==> src/rtl/ecc_pkg.sv <==
// Shared constants and types for the Hamming parity generator.
// Assumes byte-wide lanes; the bus carries one or two lanes per beat.
package ecc_pkg;
    localparam int LANE_BITS  = 8;
    localparam int BIT_LEVELS = 3;   // log2 of LANE_BITS
    localparam int MAX_LANES  = 2;

    typedef enum logic {
        WIDTH_8  = 1'b0,
        WIDTH_16 = 1'b1
    } bus_width_e;
endpackage

==> src/rtl/byte_lane_parity.sv <==
// Parity contribution of one byte at a known address.
// Produces the even/odd terms for bit-index levels first and address levels next;
// all outputs are zero when the lane is not enabled this cycle.
module byte_lane_parity
    import ecc_pkg::*;
#(
    parameter int ADDR_BITS = 9,
    localparam int NP = BIT_LEVELS + ADDR_BITS
) (
    input  logic [LANE_BITS-1:0] byte_i,
    input  logic [ADDR_BITS-1:0] addr_i,
    input  logic                 en_i,
    output logic [NP-1:0]        even_o,
    output logic [NP-1:0]        odd_o
);
    logic byte_xor;

    // Fold the byte into column and row terms.
    always_comb begin
        byte_xor = ^byte_i;
        even_o   = '0;
        odd_o    = '0;
        for (int k = 0; k < BIT_LEVELS; k++) begin
            for (int i = 0; i < LANE_BITS; i++) begin
                if (((i >> k) & 1) == 1) odd_o[k]  = odd_o[k]  ^ byte_i[i];
                else                     even_o[k] = even_o[k] ^ byte_i[i];
            end
        end
        for (int j = 0; j < ADDR_BITS; j++) begin
            even_o[BIT_LEVELS+j] = byte_xor & ~addr_i[j];
            odd_o[BIT_LEVELS+j]  = byte_xor &  addr_i[j];
        end
        if (!en_i) begin
            even_o = '0;
            odd_o  = '0;
        end
    end
endmodule

==> src/rtl/parity_accum.sv <==
// Beat sequencing and parity accumulation for one data block.
// Assumes start is a single-cycle strobe and 16-bit runs begin at an even address.
module parity_accum
    import ecc_pkg::*;
#(
    parameter int BLOCK_BYTES = 512,
    localparam int ADDR_BITS = $clog2(BLOCK_BYTES),
    localparam int NP        = BIT_LEVELS + ADDR_BITS,
    localparam int CNT_W     = ADDR_BITS + 1
) (
    input  logic                           clk,
    input  logic                           rst_n,
    input  logic                           start,
    input  logic                           wide_sel,
    input  logic                           beat_valid,
    input  logic [MAX_LANES*LANE_BITS-1:0] beat_data,
    output logic [NP-1:0]                  even_acc,
    output logic [NP-1:0]                  odd_acc,
    output logic                           done
);
    localparam logic [CNT_W-1:0] LAST_CNT = CNT_W'(BLOCK_BYTES);

    bus_width_e             width_q;
    logic                   armed_q;
    logic [CNT_W-1:0]       cnt_q;
    logic [CNT_W-1:0]       cnt_nxt;
    logic                   take;
    logic [NP-1:0]          lane_even [MAX_LANES];
    logic [NP-1:0]          lane_odd  [MAX_LANES];
    logic [NP-1:0]          beat_even;
    logic [NP-1:0]          beat_odd;

    assign take    = armed_q & ~done & beat_valid & ~start;
    assign cnt_nxt = cnt_q + ((width_q == WIDTH_16) ? CNT_W'(2) : CNT_W'(1));

    // One parity lane per byte of the bus.
    for (genvar g = 0; g < MAX_LANES; g++) begin : g_lane
        logic [ADDR_BITS-1:0] lane_addr;
        logic                 lane_en;
        assign lane_addr = cnt_q[ADDR_BITS-1:0] | ADDR_BITS'(g);
        assign lane_en   = take & ((g == 0) || (width_q == WIDTH_16));
        byte_lane_parity #(.ADDR_BITS(ADDR_BITS)) u_lane (
            .byte_i (beat_data[g*LANE_BITS +: LANE_BITS]),
            .addr_i (lane_addr),
            .en_i   (lane_en),
            .even_o (lane_even[g]),
            .odd_o  (lane_odd[g])
        );
    end

    // Merge the lane contributions of this beat.
    always_comb begin
        beat_even = '0;
        beat_odd  = '0;
        for (int g = 0; g < MAX_LANES; g++) begin
            beat_even = beat_even ^ lane_even[g];
            beat_odd  = beat_odd  ^ lane_odd[g];
        end
    end

    // Sequencing state: arm, width, byte count, completion.
    always_ff @(posedge clk) begin
        if (!rst_n) begin
            armed_q <= 1'b0;
            width_q <= WIDTH_8;
            cnt_q   <= '0;
            done    <= 1'b0;
        end else if (start) begin
            armed_q <= 1'b1;
            width_q <= bus_width_e'(wide_sel);
            cnt_q   <= '0;
            done    <= 1'b0;
        end else if (take) begin
            cnt_q <= cnt_nxt;
            done  <= (cnt_nxt == LAST_CNT);
        end
    end

    // Parity accumulators.
    always_ff @(posedge clk) begin
        if (!rst_n || start) begin
            even_acc <= '0;
            odd_acc  <= '0;
        end else begin
            even_acc <= even_acc ^ beat_even;
            odd_acc  <= odd_acc  ^ beat_odd;
        end
    end
endmodule

==> src/rtl/code_packer.sv <==
// Repacks the twelve parity pairs into three inverted storage bytes.
// Assumes exactly twelve pairs (a 512-byte block); purely combinational.
module code_packer #(
    parameter int NP = 12
) (
    input  logic [NP-1:0] even_i,
    input  logic [NP-1:0] odd_i,
    output logic [23:0]   code_o
);
    logic [2*NP-1:0] pairs;   // {odd_k, even_k} per level, level 0 lowest

    // Interleave each level as odd above even.
    always_comb begin
        for (int k = 0; k < NP; k++) begin
            pairs[2*k]   = even_i[k];
            pairs[2*k+1] = odd_i[k];
        end
    end

    // Byte 0: levels 6..3, byte 1: levels 10..7, byte 2: levels 2..0 then 11.
    assign code_o[7:0]   = ~pairs[13:6];
    assign code_o[15:8]  = ~pairs[21:14];
    assign code_o[23:16] = ~{pairs[5:0], pairs[23:22]};
endmodule

==> src/rtl/hamming_ecc_gen.sv <==
// Top of the Hamming parity generator: accumulator plus code packing.
// Presents the raw parities in fixed 16-bit halves and the inverted storage code.
module hamming_ecc_gen
    import ecc_pkg::*;
#(
    parameter int BLOCK_BYTES = 512,
    localparam int ADDR_BITS = $clog2(BLOCK_BYTES),
    localparam int NP        = BIT_LEVELS + ADDR_BITS,
    localparam int HALF      = 16
) (
    input  logic        clk,
    input  logic        rst_n,
    input  logic        start,
    input  logic        wide_sel,
    input  logic        beat_valid,
    input  logic [15:0] beat_data,
    output logic [31:0] parity_word,
    output logic [23:0] ecc_code,
    output logic        done
);
    logic [NP-1:0] even_acc;
    logic [NP-1:0] odd_acc;

    parity_accum #(.BLOCK_BYTES(BLOCK_BYTES)) u_accum (
        .clk        (clk),
        .rst_n      (rst_n),
        .start      (start),
        .wide_sel   (wide_sel),
        .beat_valid (beat_valid),
        .beat_data  (beat_data),
        .even_acc   (even_acc),
        .odd_acc    (odd_acc),
        .done       (done)
    );

    code_packer #(.NP(NP)) u_pack (
        .even_i (even_acc),
        .odd_i  (odd_acc),
        .code_o (ecc_code)
    );

    // Raw word: even half low, odd half high, unused bits zero.
    assign parity_word = {{(HALF-NP){1'b0}}, odd_acc, {(HALF-NP){1'b0}}, even_acc};
endmodule

==> config.mk <==
export PLATFORM = sky130hd
export DESIGN_NAME = hamming_ecc_gen
export DESIGN_NICKNAME = d
export VERILOG_FILES = /design/src/rtl/ecc_pkg.sv /design/src/rtl/byte_lane_parity.sv /design/src/rtl/parity_accum.sv /design/src/rtl/code_packer.sv /design/src/rtl/hamming_ecc_gen.sv
export SDC_FILE = /design/constraint.sdc
export NUM_CORES = 1
export LEC_CHECK = 0
export BUFFER_PORTS_ARGS = -buffer_cell sky130_fd_sc_hd__buf_4
export CORE_ASPECT_RATIO = 1.25
export CORE_MARGIN = 1
export CORE_UTILIZATION = 35
export CTS_BUF_LIST = sky130_fd_sc_hd__clkbuf_16
export DETAILED_ROUTE_END_ITERATION = 16
export PLACE_DENSITY = 0.57
export SLEW_MARGIN = 5
export SYNTH_ARGS = -nofsm -noshare
export SYNTH_HDL_FRONTEND = slang
export SYNTH_HIERARCHICAL = 1
export SYNTH_SLANG_ARGS = --single-unit
==> constraint.sdc <==
create_clock -name clk -period 2.7 [get_ports clk]
set_input_delay 0.405 -clock clk [delete_from_list [all_inputs] [get_ports clk]]
set_output_delay 0.405 -clock clk [all_outputs]
set_load 0.05 [all_outputs]
## After elaboration in Yosys (flattened, before gate mapping)

Cells that the tools add are included.

- Output and inout port bits: 57
- Word-level logic and storage cells: 109
- Register bits after elaboration: 37
- Bits of input ports: 21

- Reductions and logical operators: 5
- Multiplexer cells: 5
- Bitwise gates (word level): 91
- Eq/ne operators: 1
- Add/subtract/negate cells: 1

Operators by type and width:

| kind | number |
|---|---|
| $mux 12 | 4 |
| $xor 12x12->12 | 4 |
| $and 1x1->1 | 38 |
| $xor 1x1->1 | 34 |
| $not 8->8 | 3 |
| $reduce_xor 8->1 | 2 |
| $not 1->1 | 12 |
| $add 10x10->10 | 1 |
| $eq 10x10->1 const B | 1 |
| $mux 2 | 1 |
| $reduce_or 2->1 | 1 |
| $logic_not 1->1 | 1 |
| $logic_or 1x1->1 | 1 |

## Depth between registers and ports, before layout

- Depth after elaboration: 8
- Gate-level depth with buffers: 9

## Modules after synthesis

Netlist, hierarchy kept.

By module, submodules not included:

| module | cells each | area an instance (sq um) | times used | seq. area each (sq um) |
|---|---|---|---|---|
| parity_accum | 189 | 1,786.7 | 1 | 740.7 |
| byte_lane_parity | 52 | 344.1 | 2 | 0.0 |
| code_packer | 24 | 90.1 | 1 | 0.0 |
| hamming_ecc_gen | 9 | 63.8 | 1 | 0.0 |

## Worst setup path after synthesis

Ideal clock, no wire load.

- Path type: flip-flop to flip-flop
- Start: register u_accum.width_q
- End: register u_accum.done
- Setup time: 0.084 ns
- Setup slack: 0.528 ns
- Period minus slack after synthesis: 2.172 ns
- Arrival time: 2.088 ns
- Required time: 2.616 ns
- Stages on the path, launching flop included: 9
- Cell sequence: dfxtp_1 > inv_1 > ha_1 > fa_1 > clkbuf_1 > nor3_1 > a31oi_1 > or4b_1 > o31ai_2

- Cells in the longest elaborated chain, start to end: 3

Ends and longest elaborated chain:

| item | line | RTL |
|---|---|---|
| from (decl) | parity_accum.sv:23 | `bus_width_e width_q;` |
| from (signal assigned) | parity_accum.sv:70 | `width_q <= bus_width_e'(wide_sel);` |
| $mux 2 | parity_accum.sv:34 | `assign cnt_nxt = cnt_q + ((width_q == WIDTH_16) ? CNT_W'(2) : CNT_W'(1));` |
| $add 10x10->10 | parity_accum.sv:34 |  |
| $eq 10x10->1 | parity_accum.sv:75 | `done <= (cnt_nxt == LAST_CNT);` |
| to (signal assigned) | parity_accum.sv:75 |  |
| to (decl) | parity_accum.sv:19 | `output logic done` |

No other way between the ends.
A chain may end at the register's enable or synchronous reset.

## Worst setup path after layout

Same ends and word-level chain as after synthesis.

==> summary.txt <==
CTS
  • Clock Sinks: 37
  • # H-tree levels: 2
  • Root Driver: clkbuf_16
  • Worst-Skew Late Latency: 0.28 ns
  • Reg clk slew, reported paths: 0.05 ns
  • Hold bufs inserted after CTS: 0
  • Clock Tree Buf Depth: 2
  • # Post-CTS Setup Buffers: 0
  • CTS Buf Count: 5
  • PostCTS Resize Cnt: 0
  • CTS tree: done

Power and ir drop
  • Pwr Density: about 430 nW/µm²
  • Leakage power: around 1.4 nW
  • VDD IR max: 0.248 mV

Final layout
  • Nets: 415
  • Ratio of cells with drive above 1 in the final layout: 0.217
  • P&R area growth vs syn: 26.0%
  • Most frequent cells in the layout: buf_4, nor2_1, xnor2_1, xor2_1, dfxtp_1
  • Commonest non-fill, non-tap cell in the layout: buf_4
  • Diode count: 0

Timing
  • Min cycle time layout: about 2.4 ns
  • Pins Over Slew Limit: 0
  • Fin crit share: 0.875
  • Max-slew headroom: 0.386
  • Number of setup violations in the final report: 0
  • Setup Skew: 0.00434 ns
  • Peak Freq: roughly 0.42 GHz
  • Setup WS post-layout: 0.338 ns
  • Worst slew pin tran: 0.916 ns
  • RSZ-0062 raised after global routing: false
  • Setup TNS Final: 0 ns
  • Final hold vios: 0

Floorplan
  • Die width: 79.5 µm
  • I/O Pins: 78
  • Cell row count: 34
  • Chip height: about 99 µm
  • Core area: 7100 µm²
  • Die area: 7860 µm²
  • Starting density of the core: 0.370

Setup path
  • Critical Path Fanout Max: 9
  • Worst EP arrival: ~2.6 ns
  • Crit path required time: 2.90 ns
  • Critical Path Start Type: register
  • Worst Setup End Kind: register
  • Setup CP Type: register to register

Logic synthesis
  • Top_reg_cell synth: dfxtp_1
  • Dominant cell type by area after synthesis: dfxtp_1
  • Synthesized flop and latch total: 37
  • Post-synth cell types: 43
  • Syn Area/Cell: 8.06 µm²
  • EDFF count, synth: 0
  • Asr flop ratio synth: 0
  • Sequential area share after synthesis: 0.282
  • Area share of the largest cell type after synthesis: 0.282
  • Synth top area cells: dfxtp_1, xnor2_1, xor2_1
  • Syn Std Cell Area: approximately 2600 µm²
  • Warnings, synthesis: 6
  • Mapped Cells: 326

Placed design
  • Place WS: 0.271 ns
  • Final HPWL DP: 4.18 mm
  • PortBufs: 69
  • Gpl congestion: 0.766

Route
  • Drt drc: 0
  • Drt first pass iters: 4
  • DRT iter0 DRCs: 108
  • Final wirelength: 5.76 mm
  • Routed via count: 2222
  • Antenna Violating Nets Remaining: 0
  • Routed length per instance: 12.0 µm
  • Via density: 4.62

Global routing
  • Initial antenna violation count: 0
  • Vias in the first global route: approximately 2100
  • Largest net degree at the start of global routing: 35
  • First-pass GRT wire length: roughly 9.8 mm
  • GR Util All Layers: 0.158
  • Total grt overflow: 0

Flow run
  • Max_cap viols: 0

Status
  • Outcome: completed

Worst hold path
  • Hold WC Path Type: input pin to register
-- where the power goes --
group,internal (mW),leakage (nW),switching (mW),total (mW)
Sequential,0.554,0.299,0.00783,0.562
Combinational,0.116,1.04,0.218,0.334
Clock,0.330,0.0685,0.211,0.541
-- stage by stage --
| step | instance area, µm² | util | power [mW] | hold WS (ns) | cells |
|---|---|---|---|---|---|
| floorplan | 2660 | - | 0.853 | 0.466 | 334 |
| CTS | 3310 | 0.466 | 1.45 | 0.353 | 481 |
| finish | 3310 | 0.466 | 1.44 | 0.352 | 481 |
| global route | 3310 | 0.466 | 1.52 | 0.358 | 481 |
| detailed placement | 3180 | 0.448 | 0.912 | 0.487 | 474 |
| global placement | 3180 | 0.448 | 0.908 | 0.478 | 474 |
-- per-layer routing --
metal,part of all wire,track usage,wire length [µm],vias up
met4,0.013,0.0462,75,0
met1,0.43,0.188,2490,1026
met3,0.046,0.0315,266,5
met5,0,0,0,-
li1,-,-,-,1127
met2,0.51,0.279,2920,64
-- worst max-delay path, stage by stage (launching register included) --
cell and delay (ns):
dfxtp_1 0.40, inv_1 0.10, ha_1 0.25, fa_1 0.53, nor3_1 0.18, a31oi_1 0.06
or4b_1 0.54, o31ai_2 0.21
-- cell families after synthesis --
| logic type | Yosys count | synth area share |
|---|---|---|
| and+or+nand+nor | 131 | 0.266 |
| xor gates and xnor gates | 85 | 0.289 |
| buffers and inverters | 49 | 0.0900 |
| DFF | 37 | 0.282 |
| AOI/OAI and AO/OA | 18 | 0.0495 |
| adders and majority gates | 3 | 0.0171 |
| other | 2 | 0.00286 |
| muxes | 1 | 0.00381 |
-- sequential cells by signal (all words and copies together), names as in the netlist --
register	flops
u_accum/even_acc	12
u_accum/odd_acc	12
u_accum/cnt_q	10
u_accum/armed_q	1
u_accum/done	1
u_accum/width_q	1
-- final timing paths --
path              cells after the start  slack, ns                         start                           end
setup / recovery                      7       0.34  u_accum/width_q$_SDFFE_PN0P_     u_accum/done$_SDFFE_PP0P_
hold / removal                        2       0.35                         rst_n  u_accum/armed_q$_SDFFE_PN0P_
setup reg to reg                      7       0.34  u_accum/width_q$_SDFFE_PN0P_     u_accum/done$_SDFFE_PP0P_
hold reg to reg                       2       0.49     u_accum/done$_SDFFE_PP0P_     u_accum/done$_SDFFE_PP0P_
-- cells in the mapped netlist (2+ instances only) --
| cell | count |
|---|---|
| or2b_1 | 2 |
| o21a_1 | 2 |
| and3_1 | 2 |
| a31oi_1 | 2 |
| xor2_1 | 37 |
| and2b_1 | 4 |
| a21oi_1 | 4 |
| conb_1 | 2 |
| ha_1 | 2 |
| inv_1 | 26 |
| xnor2_1 | 46 |
| and2_1 | 6 |
| clkbuf_1 | 9 |
| a21boi_0 | 3 |
| nor2b_1 | 2 |
| xnor2_2 | 2 |
| buf_6 | 2 |
| nand2_1 | 26 |
| nor3b_1 | 16 |
| nand3_1 | 2 |
| nor3b_2 | 2 |
| buf_2 | 3 |
| buf_4 | 9 |
| nor2_1 | 53 |
| nand4_1 | 5 |
| nand2b_1 | 4 |
| dfxtp_1 | 37 |
-- area by class of cell --
| type | count | area, µm² |
|---|---|---|
| fill | 728 | 3790 |
| multi-input combinational | 248 | 1680 |
| timing repair buffer | 73 | 548 |
| tap | 90 | 113 |
| inverter | 26 | 97.6 |
| clock buffer | 5 | 125 |
| sequential | 37 | 741 |
| clock inverter | 2 | 7.51 |
Note: power is estimated with default switching activity, not from simulation.
